`src/rtl/capPkg.sv`:
```
package capPkg;
  localparam int SAMPLE_W  = 32;
  localparam int POS_W     = $clog2(SAMPLE_W);
  localparam int WORD_W    = 64;
  localparam int BYTES     = WORD_W / 8;
  localparam int LANE_W    = $clog2(BYTES);
  localparam int LANE_CNTW = LANE_W + 1;

  typedef enum logic [2:0] {
    PACK_B8  = 3'd0,
    PACK_B16 = 3'd2,
    PACK_B32 = 3'd4
  } packType_e;

  typedef struct packed {
    logic              accept;
    logic [LANE_W-1:0] lane;
    logic              last;
  } packStrobe_t;

  function automatic logic typeUsable(input logic [2:0] t);
    return (t == PACK_B8) || (t == PACK_B16) || (t == PACK_B32);
  endfunction

  function automatic logic selUsable(input logic [2:0] s);
    return (s != 3'd5) && (s != 3'd7);
  endfunction

  function automatic logic [LANE_CNTW-1:0] lanesOf(input logic [2:0] t);
    case (t)
      PACK_B8:  return LANE_CNTW'(BYTES);
      PACK_B16: return LANE_CNTW'(BYTES / 2);
      PACK_B32: return LANE_CNTW'(BYTES / 4);
      default:  return '0;
    endcase
  endfunction
endpackage

```
`src/rtl/capCtrl.sv`:
```
module capCtrl
  import capPkg::*;
#(
  parameter int NUM_SRC = 8,
  parameter int ADDR_W  = 32,
  parameter int THR_W   = 8
) (
  input  logic               clk,
  input  logic               rstN,
  input  logic [NUM_SRC-1:0] srcValidVec,
  input  logic [2:0]         cfgSrcSel,
  input  logic [2:0]         cfgType,
  input  logic [THR_W-1:0]   cfgThreshold,
  input  logic [ADDR_W-1:0]  initAddr,
  input  logic               forceFinish,
  output packStrobe_t        strobe,
  output logic               wordValid,
  output logic [ADDR_W-1:0]  wordAddr,
  output logic               flushReq
);
  localparam logic [ADDR_W-1:0] ADDR_STEP = ADDR_W'(WORD_W / 8);

  logic                 ffPrev;
  logic                 ffRise;
  logic                 selValid;
  logic [LANE_W-1:0]    laneCnt;
  logic [LANE_CNTW-1:0] laneTotal;
  logic [ADDR_W-1:0]    curAddr;
  logic [THR_W-1:0]     fillCnt;

  assign ffRise    = forceFinish && !ffPrev;
  assign laneTotal = lanesOf(cfgType);

  always_comb begin
    selValid = 1'b0;
    if (selUsable(cfgSrcSel) && (int'(cfgSrcSel) < NUM_SRC))
      selValid = srcValidVec[cfgSrcSel];
  end

  always_comb begin
    strobe.accept = !ffRise && selValid && typeUsable(cfgType);
    strobe.lane   = laneCnt;
    strobe.last   = strobe.accept &&
                    ({1'b0, laneCnt} == laneTotal - LANE_CNTW'(1));
  end

  always_ff @(posedge clk) begin
    if (!rstN) begin
      ffPrev    <= 1'b0;
      laneCnt   <= '0;
      curAddr   <= initAddr;
      fillCnt   <= '0;
      wordValid <= 1'b0;
      wordAddr  <= '0;
      flushReq  <= 1'b0;
    end else begin
      ffPrev    <= forceFinish;
      wordValid <= 1'b0;
      flushReq  <= 1'b0;
      if (ffRise) begin
        laneCnt <= '0;
        curAddr <= initAddr;
        fillCnt <= '0;
      end else if (strobe.accept) begin
        if (strobe.last) begin
          laneCnt   <= '0;
          wordValid <= 1'b1;
          wordAddr  <= curAddr;
          curAddr   <= curAddr + ADDR_STEP;
          if (fillCnt == cfgThreshold) begin
            flushReq <= 1'b1;
            fillCnt  <= '0;
          end else begin
            fillCnt <= fillCnt + THR_W'(1);
          end
        end else begin
          laneCnt <= laneCnt + LANE_W'(1);
        end
      end
    end
  end
endmodule

```
`src/rtl/capDatapath.sv`:
```
module capDatapath
  import capPkg::*;
#(
  parameter int NUM_SRC = 8
) (
  input  logic                        clk,
  input  logic                        rstN,
  input  packStrobe_t                 strobe,
  input  logic [NUM_SRC*SAMPLE_W-1:0] srcData,
  input  logic [2:0]                  cfgSrcSel,
  input  logic [2:0]                  cfgType,
  input  logic [POS_W-1:0]            cfgMsb,
  input  logic [POS_W-1:0]            cfgLsb,
  input  logic                        cfgSignExt,
  output logic [WORD_W-1:0]           wordData
);
  logic [2:0]          selIdx;
  logic [SAMPLE_W-1:0] sample;
  logic [SAMPLE_W-1:0] shifted;
  logic [SAMPLE_W-1:0] fieldMask;
  logic [SAMPLE_W-1:0] extended;
  logic [WORD_W-1:0]   replicated;
  logic [WORD_W-1:0]   bufWord;
  logic [WORD_W-1:0]   merged;

  assign selIdx = (int'(cfgSrcSel) < NUM_SRC) ? cfgSrcSel : 3'd0;
  assign sample = srcData[int'(selIdx)*SAMPLE_W +: SAMPLE_W];

  always_comb begin
    shifted   = sample >> cfgLsb;
    fieldMask = {SAMPLE_W{1'b1}} >> (POS_W'(SAMPLE_W - 1) - (cfgMsb - cfgLsb));
    if (cfgSignExt && sample[cfgMsb])
      extended = shifted | ~fieldMask;
    else
      extended = shifted & fieldMask;
  end

  always_comb begin
    case (cfgType)
      PACK_B8:  replicated = {(WORD_W/8){extended[7:0]}};
      PACK_B16: replicated = {(WORD_W/16){extended[15:0]}};
      default:  replicated = {(WORD_W/SAMPLE_W){extended}};
    endcase
  end

  for (genvar b = 0; b < BYTES; b++) begin : g_byte
    logic byteEn;
    always_comb begin
      case (cfgType)
        PACK_B8:  byteEn = (LANE_W'(b) == strobe.lane);
        PACK_B16: byteEn = (LANE_W'(b / 2) == strobe.lane);
        default:  byteEn = (LANE_W'(b / 4) == strobe.lane);
      endcase
    end
    assign merged[8*b +: 8] = (strobe.accept && byteEn) ?
                              replicated[8*b +: 8] : bufWord[8*b +: 8];
  end

  always_ff @(posedge clk) begin
    if (!rstN) begin
      bufWord  <= '0;
      wordData <= '0;
    end else begin
      if (strobe.accept) bufWord <= merged;
      if (strobe.last)   wordData <= merged;
    end
  end
endmodule

```
`src/rtl/capPacker.sv`:
```
module capPacker
  import capPkg::*;
#(
  parameter int NUM_SRC = 8,
  parameter int ADDR_W  = 32,
  parameter int THR_W   = 8
) (
  input  logic                        clk,
  input  logic                        rstN,
  input  logic [NUM_SRC*SAMPLE_W-1:0] srcData,
  input  logic [NUM_SRC-1:0]          srcValidVec,
  input  logic [2:0]                  cfgSrcSel,
  input  logic [2:0]                  cfgType,
  input  logic [POS_W-1:0]            cfgMsb,
  input  logic [POS_W-1:0]            cfgLsb,
  input  logic                        cfgSignExt,
  input  logic [THR_W-1:0]            cfgThreshold,
  input  logic [ADDR_W-1:0]           initAddr,
  input  logic                        forceFinish,
  output logic                        wordValid,
  output logic [WORD_W-1:0]           wordData,
  output logic [ADDR_W-1:0]           wordAddr,
  output logic                        flushReq
);
  packStrobe_t strobe;

  capCtrl #(.NUM_SRC(NUM_SRC), .ADDR_W(ADDR_W), .THR_W(THR_W)) u_ctrl (
    .clk(clk), .rstN(rstN), .srcValidVec(srcValidVec), .cfgSrcSel(cfgSrcSel),
    .cfgType(cfgType), .cfgThreshold(cfgThreshold), .initAddr(initAddr),
    .forceFinish(forceFinish), .strobe(strobe), .wordValid(wordValid),
    .wordAddr(wordAddr), .flushReq(flushReq)
  );

  capDatapath #(.NUM_SRC(NUM_SRC)) u_dp (
    .clk(clk), .rstN(rstN), .strobe(strobe), .srcData(srcData),
    .cfgSrcSel(cfgSrcSel), .cfgType(cfgType), .cfgMsb(cfgMsb),
    .cfgLsb(cfgLsb), .cfgSignExt(cfgSignExt), .wordData(wordData)
  );
endmodule

```
`config.mk`:
```
export PLATFORM = sky130hd
export DESIGN_NAME = capPacker
export DESIGN_NICKNAME = d
export VERILOG_FILES = /design/src/rtl/capPkg.sv /design/src/rtl/capCtrl.sv /design/src/rtl/capDatapath.sv /design/src/rtl/capPacker.sv
export SDC_FILE = /design/constraint.sdc
export NUM_CORES = 1
export LEC_CHECK = 0
export BUFFER_PORTS_ARGS = -buffer_cell sky130_fd_sc_hd__buf_4
export CAP_MARGIN = 20
export CORE_MARGIN = 2
export CORE_UTILIZATION = 40
export DETAILED_ROUTE_END_ITERATION = 10
export PLACE_DENSITY = 0.66
export SLEW_MARGIN = 15
export SYNTH_ARGS = -nofsm -noshare
export SYNTH_HDL_FRONTEND = slang
export SYNTH_SLANG_ARGS = --single-unit
```
`constraint.sdc`:
```
create_clock -name clk -period 3.9 [get_ports clk]
set_input_delay 0.78 -clock clk [delete_from_list [all_inputs] [get_ports clk]]
set_output_delay 0.78 -clock clk [all_outputs]
set_load 0.05 [all_outputs]
```
Word-level counts from Yosys, hierarchy flattened
Cells that the tools add are included.
{"block": "totals", "ff_bits": 206, "out_inout_bits": 98}
{"block": "classes", "eq_ne": 15, "add_sub_neg": 6, "bitwise_logic": 7, "shifts": 3, "order_cmp": 2, "n_mux": 31, "reduce_logical": 26}
{"operator": "$shiftx 256x9->32", "n": 1}
{"operator": "$mux 32", "n": 5}
{"operator": "$pmux 64 s2", "n": 1}
{"operator": "$mux 8", "n": 9}
{"operator": "$add 32x4->32 const B", "n": 1}
{"operator": "$and 32x32->32", "n": 1}
{"operator": "$not 32->32", "n": 1}
{"operator": "$or 32x32->32", "n": 1}
{"operator": "$shr 32x5->32", "n": 1}
{"operator": "$shr 32x5->32 const A", "n": 1}
{"operator": "$logic_and 1x1->1", "n": 14}
{"operator": "$eq 3x3->1 const A", "n": 4}
{"operator": "$pmux 1 s2", "n": 6}
{"operator": "$pmux 4 s3", "n": 1}
{"operator": "$add 8x1->8 const B", "n": 1}
{"operator": "$eq 8x8->1", "n": 1}
{"operator": "$eq 2x3->1 const A", "n": 2}
{"operator": "$logic_not 3->1", "n": 2}
{"operator": "$lt 5x6->1 const B", "n": 1}
{"operator": "$mux 1", "n": 6}
{"operator": "$ne 3x1->1 const B", "n": 2}
{"operator": "$ne 3x3->1 const B", "n": 2}
{"operator": "$bmux 1 s5", "n": 1}
{"operator": "$sub 5x5->5", "n": 1}
{"operator": "other kinds (18)", "n": 24}

Logic depth before layout (Yosys ltp)
{"block": "logic_depth", "ltp_word": 10, "ltp_mapped": 15, "ltp_nobuf": 13}

Cells and area by module
Synthesis repeated with hierarchy kept, for this count alone.
{"block": "hier_totals", "hier_cells": 1636, "area_unflattened_um2": 14442.6}
{"mod": "capDatapath", "area_each_um2": 10541.4, "cells_each": 1211, "n_inst": 1, "seq_area_each_um2": 2562.5}
{"mod": "capCtrl", "area_each_um2": 3901.2, "cells_each": 425, "n_inst": 1, "seq_area_each_um2": 1881.8}

Worst setup path before layout
Ideal clock, no wire load.
{"block": "synth_timing", "path_kind": "input -> register", "from": "in cfgMsb[0]", "to": "reg u_dp.wordData[26]", "path_stages": 14, "arrival_time_ps": 4073, "slack_ps": -243, "n_path_buf": 1, "cell_sequence": "clkbuf_1 inv_1 ha_1 fa_1 a21o_1 a21oi_1 xor2_1 nor3_1 a311o_1 a211oi_1 a22oi_1 a221oi_1 mux2i_1 o21ai_1"}
{"block": "synth_via", "elab_chain_cells": 8, "word_cells_on_any_way": 12}
{"item": "start: declaration", "line_no": "capPacker.sv:14", "source": "input logic [POS_W-1:0] cfgMsb,"}
{"item": "$sub 5x5->5 (2 in series)", "line_no": "capDatapath.sv:31", "source": "fieldMask = {SAMPLE_W{1'b1}} >> (POS_W'(SAMPLE_W - 1) - (cfgMsb - cfgLsb));"}
{"item": "$shr 32x5->32", "line_no": "capDatapath.sv:31"}
{"item": "$not 32->32", "line_no": "capDatapath.sv:33", "source": "extended = shifted | ~fieldMask;"}
{"item": "$or 32x32->32", "line_no": "capDatapath.sv:33"}
{"item": "$mux 32 (*)", "line_no": "capDatapath.sv:32", "source": "if (cfgSignExt && sample[cfgMsb])"}
{"item": "$pmux 64 s2 (*)", "line_no": "capDatapath.sv:39", "source": "case (cfgType)"}
{"item": "$mux 8 (*)", "line_no": "capDatapath.sv:55", "source": "assign merged[8*b +: 8] = (strobe.accept && byteEn) ?"}
{"item": "end signal: assignment", "line_no": "capDatapath.sv:65", "source": "if (strobe.last) wordData <= merged;"}
{"item": "end: declaration", "line_no": "capDatapath.sv:15", "source": "output logic [WORD_W-1:0] wordData"}
Mark *: on every way between the ends. The rest lies on a longest branch, timed or not. The select of a mux whose other input is x is not followed.
A chain may end at the register's enable or synchronous reset.

Final worst setup path
{"block": "layout_timing", "from": "in cfgSrcSel[0]", "to": "reg u_dp.wordData[8]"}
{"block": "layout_via", "elab_chain_cells": 7, "word_cells_on_any_way": 20}
{"item": "start: declaration", "line_no": "capPacker.sv:12", "source": "input logic [2:0] cfgSrcSel,"}
{"item": "$shiftx 256x9->32 (tied with other cells)", "line_no": "capDatapath.sv:27", "source": "assign sample = srcData[int'(selIdx)*SAMPLE_W +: SAMPLE_W];"}
{"item": "$bmux 1 s5 (tied with other cells)", "line_no": "capDatapath.sv:32"}
{"item": "$mux 1 (on tied branches)", "line_no": "capDatapath.sv:32, capCtrl.sv:36"}
{"item": "$logic_and 1x1->1 (on tied branches)", "line_no": "capDatapath.sv:32, capCtrl.sv:41"}
{"item": "$mux 32 or $logic_and 1x1->1 (tied branches)", "line_no": "capDatapath.sv:32, capCtrl.sv:41"}
{"item": "$pmux 64 s2 or $logic_and 1x1->1 (tied branches)", "line_no": "capDatapath.sv:39, capDatapath.sv:55"}
{"item": "$mux 8", "line_no": "capDatapath.sv:55"}
Parallel ways exist; a longest one is shown, timed or not. The select of a mux whose other input is x is not followed.

==> flow_metrics.py <==
metrics = {
    "status": {
        "status": "finished, final reports clean",
    },
    "yosys": {
        "synth_edf_count": 32,
        "netlist_area_um2": 13910,
        "synth.area.top_cells": "dfxtp_1 25%, mux4_2 7.4%, mux2i_1 6.9%, edfxtp_1 6.9%, nand2_1 6.1%",
        "synthArstFlopShare": 0,
        "synth_fa_ha_area_frac": 0.01295,
        "muxShareOfSynthArea": 0.1726,
        "synth_top_cell_by_area": "dfxtp_1",
        "yosys_warnings": 0,
        "ys_seq_area_frac": 0.3194,
        "syn-num-nets": 1976,
        "ys_types": 98,
        "synth-xor-area-share": 0.03021,
        "synth_compound_area_frac": 0.2348,
        "synth-seq-cells": 206,
        "syn_avg_cell_area_um2": 8.490,
        "ys.flop_type": "dfxtp_1",
        "synthCells": 1639,
        "synth_simple_gate_area_frac": 0.1818,
        "synth_top_area_frac": 0.2503,
        "synth_top_family_by_area": "compound AO/OA/AOI/OAI gates",
    },
    "placed_design": {
        "placed_cells": 2638,
        "hpwl_mm": 46.20,
        "dpl_cell_area_um2": 19060,
        "gp_congestion": 1.018,
        "io_buffers": 419,
    },
    "setup_path": {
        "slowest_stage": "mux4_2",
        "end_kind": "flop",
        "cp_top_family": "multiplexers",
        "cp_data_arrival_time_ns": 4.14,
        "path_cells": "buf_4 > buf_12 > buf_4 > mux4_2 > mux2_2 > mux2i_1 > o211ai_1 > o21ai_0 > o21ai_0 > o22ai_1 > mux2i_1 > buf_4 > mux2_2 > o21ba_1",
        "worst-path-max-fanout": 14,
        "crit_type": "input pin to flop",
        "path_buf_inv": 4,
        "critPathMaxStageDelay_ns": 0.53,
        "start_kind": "input pin",
        "required_ns": 4.29,
        "cpMostUsedCell": "buf_4",
    },
    "sta": {
        "setup_viol": 0,
        "slew_headroom": 0.2819,
        "finalHoldViolCount": 0,
        "slew_viol_final": 0,
        "timing.final.crit_share": 0.9616,
        "timing.final.crit_period_ns": 3.750,
        "max_freq_ghz": 0.2667,
        "skew_ns": 0.01409,
        "tightestPinTransition_ns": 1.069,
    },
    "global_routing": {
        "gr-total-overflow": 0,
        "antenna_found_initial": 4,
        "grt_usage": 0.3079,
        "grt_pass1_wl_mm": 86.43,
        "first_global_vias": 14980,
        "grt_max_degree": 98,
    },
    "clock_network": {
        "h-tree-depth": 1,
        "cts_hold_buf": 0,
        "cts_resized": 0,
        "clock_latency_ns": 0.50,
        "cts_inserted_buffers": 21,
        "cts_setup_buffers": 0,
        "cts_tree": "built",
        "cts_sinks": 206,
        "cts_buffer_depth": 3,
        "clk_pin_slew_ns": 0.06,
        "root_buffer": "clkbuf_16",
    },
    "detailed_routing": {
        "drc": 0,
        "vias": 15410,
        "first_pass_iters": 5,
        "drtAntennaViolNets": 0,
        "routed_wl_mm": 57.39,
        "wl_per_cell_um": 21.45,
        "drtIter0Drc": 1066,
        "vias_per_cell": 5.762,
    },
    "run": {
        "maxCapViolCount": 0,
    },
    "die": {
        "core_um2": 34370,
        "floorplan.die_area_um2": 36290,
        "fp-row-count": 68,
        "die_h_um": 190.5,
        "die_x_um": 190.5,
        "io_pins": 422,
        "start_util": 0.4048,
    },
    "pwr": {
        "vdd_drop_max_mv": 0.2649,
        "powerDensity_nw_per_um2": 316.9,
        "p_leak_nw": 8.418,
    },
    "cells_and_area": {
        "final_cells": 2675,
        "fillCellCount": 3226,
        "syn_to_final_growth_pct": 41.47,
        "postLayoutCellArea_um2": 19690,
        "drive_gt1_frac": 0.3644,
        "antenna_cells": 0,
        "utilization": 0.5727,
        "layout.nets": 2543,
    },
    "hold_path": {
        "min_path_type": "flop to flop",
    },
}
## through the flow
stage	hold WS (ns)	setup slack, ns	power [mW]	TNS, ns
2_1_floorplan	0.4409	0.01808	3.311	0
3_3_place_gp	0.4431	-0.2935	4.369	-19.10
3_5_place_dp	0.4482	-0.3498	4.380	-21.41
4_1_cts	0.4573	0.1649	6.226	0
5_1_grt	0.4721	-0.03396	6.515	-0.06433
6_report	0.4559	0.1499	6.237	0
## placed cells by master (no fill, tap or decap), types with 6 or more instances in the layout
cell type,Yosys,final
or3_1,8,8
clkbuf_1,90,7
a211o_1,7,6
or2_2,6,6
mux2_2,25,25
dfxtp_1,174,174
nor3_1,30,30
o21ai_0,128,128
nor2_1,148,147
nand4_1,12,12
a31oi_1,14,14
and3_1,16,16
nor2b_1,7,7
a21o_1,6,6
buf_12,3,12
o211ai_1,12,12
mux4_2,46,46
o2111ai_1,7,7
a32oi_1,15,15
xnor2_1,15,14
o22ai_1,15,15
buf_4,3,652
clkbuf_16,0,21
o21ai_1,11,11
and4_1,6,6
nand3_1,51,51
nor4_1,12,11
o32ai_1,6,6
ha_1,12,12
inv_1,16,15
nand2_1,225,225
edfxtp_1,32,32
xor2_1,33,32
a21oi_1,126,125
a211oi_1,12,12
and2_1,25,25
a22oi_1,31,31
a221oi_1,9,9
mux2i_1,96,96
## cell families after synthesis
family / count (synthesis)
AO/OA/AOI/OAI: 493
multiplexers: 174
XOR/XNOR: 48
flip-flops: 206
adder cells (fa/ha/maj): 14
AND/OR/NAND/NOR: 562
buffers and inverters: 142
## Yosys cell counts (6+ instances only)
| master | instances |
|---|---|
| dfxtp_1 | 174 |
| a221oi_1 | 9 |
| o32ai_1 | 6 |
| buf_2 | 12 |
| edfxtp_1 | 32 |
| clkbuf_1 | 90 |
| o22ai_1 | 15 |
| and4_1 | 6 |
| nor2b_1 | 7 |
| and3_1 | 16 |
| a211oi_1 | 12 |
| a22oi_1 | 31 |
| o2111ai_1 | 7 |
| mux4_2 | 46 |
| a21oi_1 | 126 |
| xor2_1 | 33 |
| o21ai_1 | 11 |
| or2_2 | 6 |
| a211o_1 | 7 |
| and2_1 | 25 |
| a21o_1 | 6 |
| nor3_1 | 30 |
| a32oi_1 | 15 |
| ha_1 | 12 |
| nand4_1 | 12 |
| nand3_1 | 51 |
| nor4_1 | 12 |
| nor2_1 | 148 |
| o21ai_0 | 128 |
| mux2i_1 | 96 |
| mux2_2 | 25 |
| nand2_1 | 225 |
| a31oi_1 | 14 |
| o211ai_1 | 12 |
| inv_1 | 16 |
| or3_1 | 8 |
| xnor2_1 | 15 |
## where the power goes
part | switching [mW] | internal, mW | leakage (nW)
clock network | 0.827 | 1.02 | 0.305
registers | 0.0441 | 2.22 | 1.73
logic | 1.10 | 1.02 | 6.38
## sequential cells by signal (all words and copies together), names as in the netlist
signal / count
u_ctrl.laneCnt: 3
u_ctrl.wordValid: 1
u_dp.wordData: 64
u_dp.bufWord: 64
u_ctrl.fillCnt: 8
u_ctrl.ffPrev: 1
u_ctrl.curAddr: 32
u_ctrl.wordAddr: 32
u_ctrl.flushReq: 1
## metal layers
layer,up-vias,GRT usage,share of wire
met3,100,0.07398,0.083
met1,7414,0.4265,0.45
met4,8,0.07633,0.025
met2,638,0.4818,0.45
li1,7253,-,-
met5,-,0,0.0012
## worst min-delay path, stage by stage, from the launching register on
cell,delay (ns)
dfxtp_1,0.31
nand2_1,0.05
a21oi_1,0.05
## worst paths after layout
kind | from | to | slack [ns] | cells after the start
max | cfgSrcSel[0] | u_dp.wordData[8]$_SDFFE_PN0P_ | 0.15 | 14
min | u_ctrl.wordAddr[22]$_SDFFE_PN0P_ | u_ctrl.wordAddr[22]$_SDFFE_PN0P_ | 0.46 | 2
min reg2reg | u_ctrl.wordAddr[22]$_SDFFE_PN0P_ | u_ctrl.wordAddr[22]$_SDFFE_PN0P_ | 0.46 | 2
max reg2reg | u_ctrl.laneCnt[2]$_SDFFE_PP0P_ | u_dp.wordData[52]$_SDFFE_PN0P_ | 1.08 | 8
## cell type report
class                   count  area, µm²  area share
well taps                 455      569.3     0.02892
clock inverters             8      52.55    0.002670
flip-flops and latches    206       4444      0.2258
clock buffers              29      565.5     0.02873
multi-input cells        1291       8836      0.4489
repair buffers            664       5135      0.2609
inverters                  22      82.58    0.004195
Note: power is estimated with default switching activity, not from simulation.
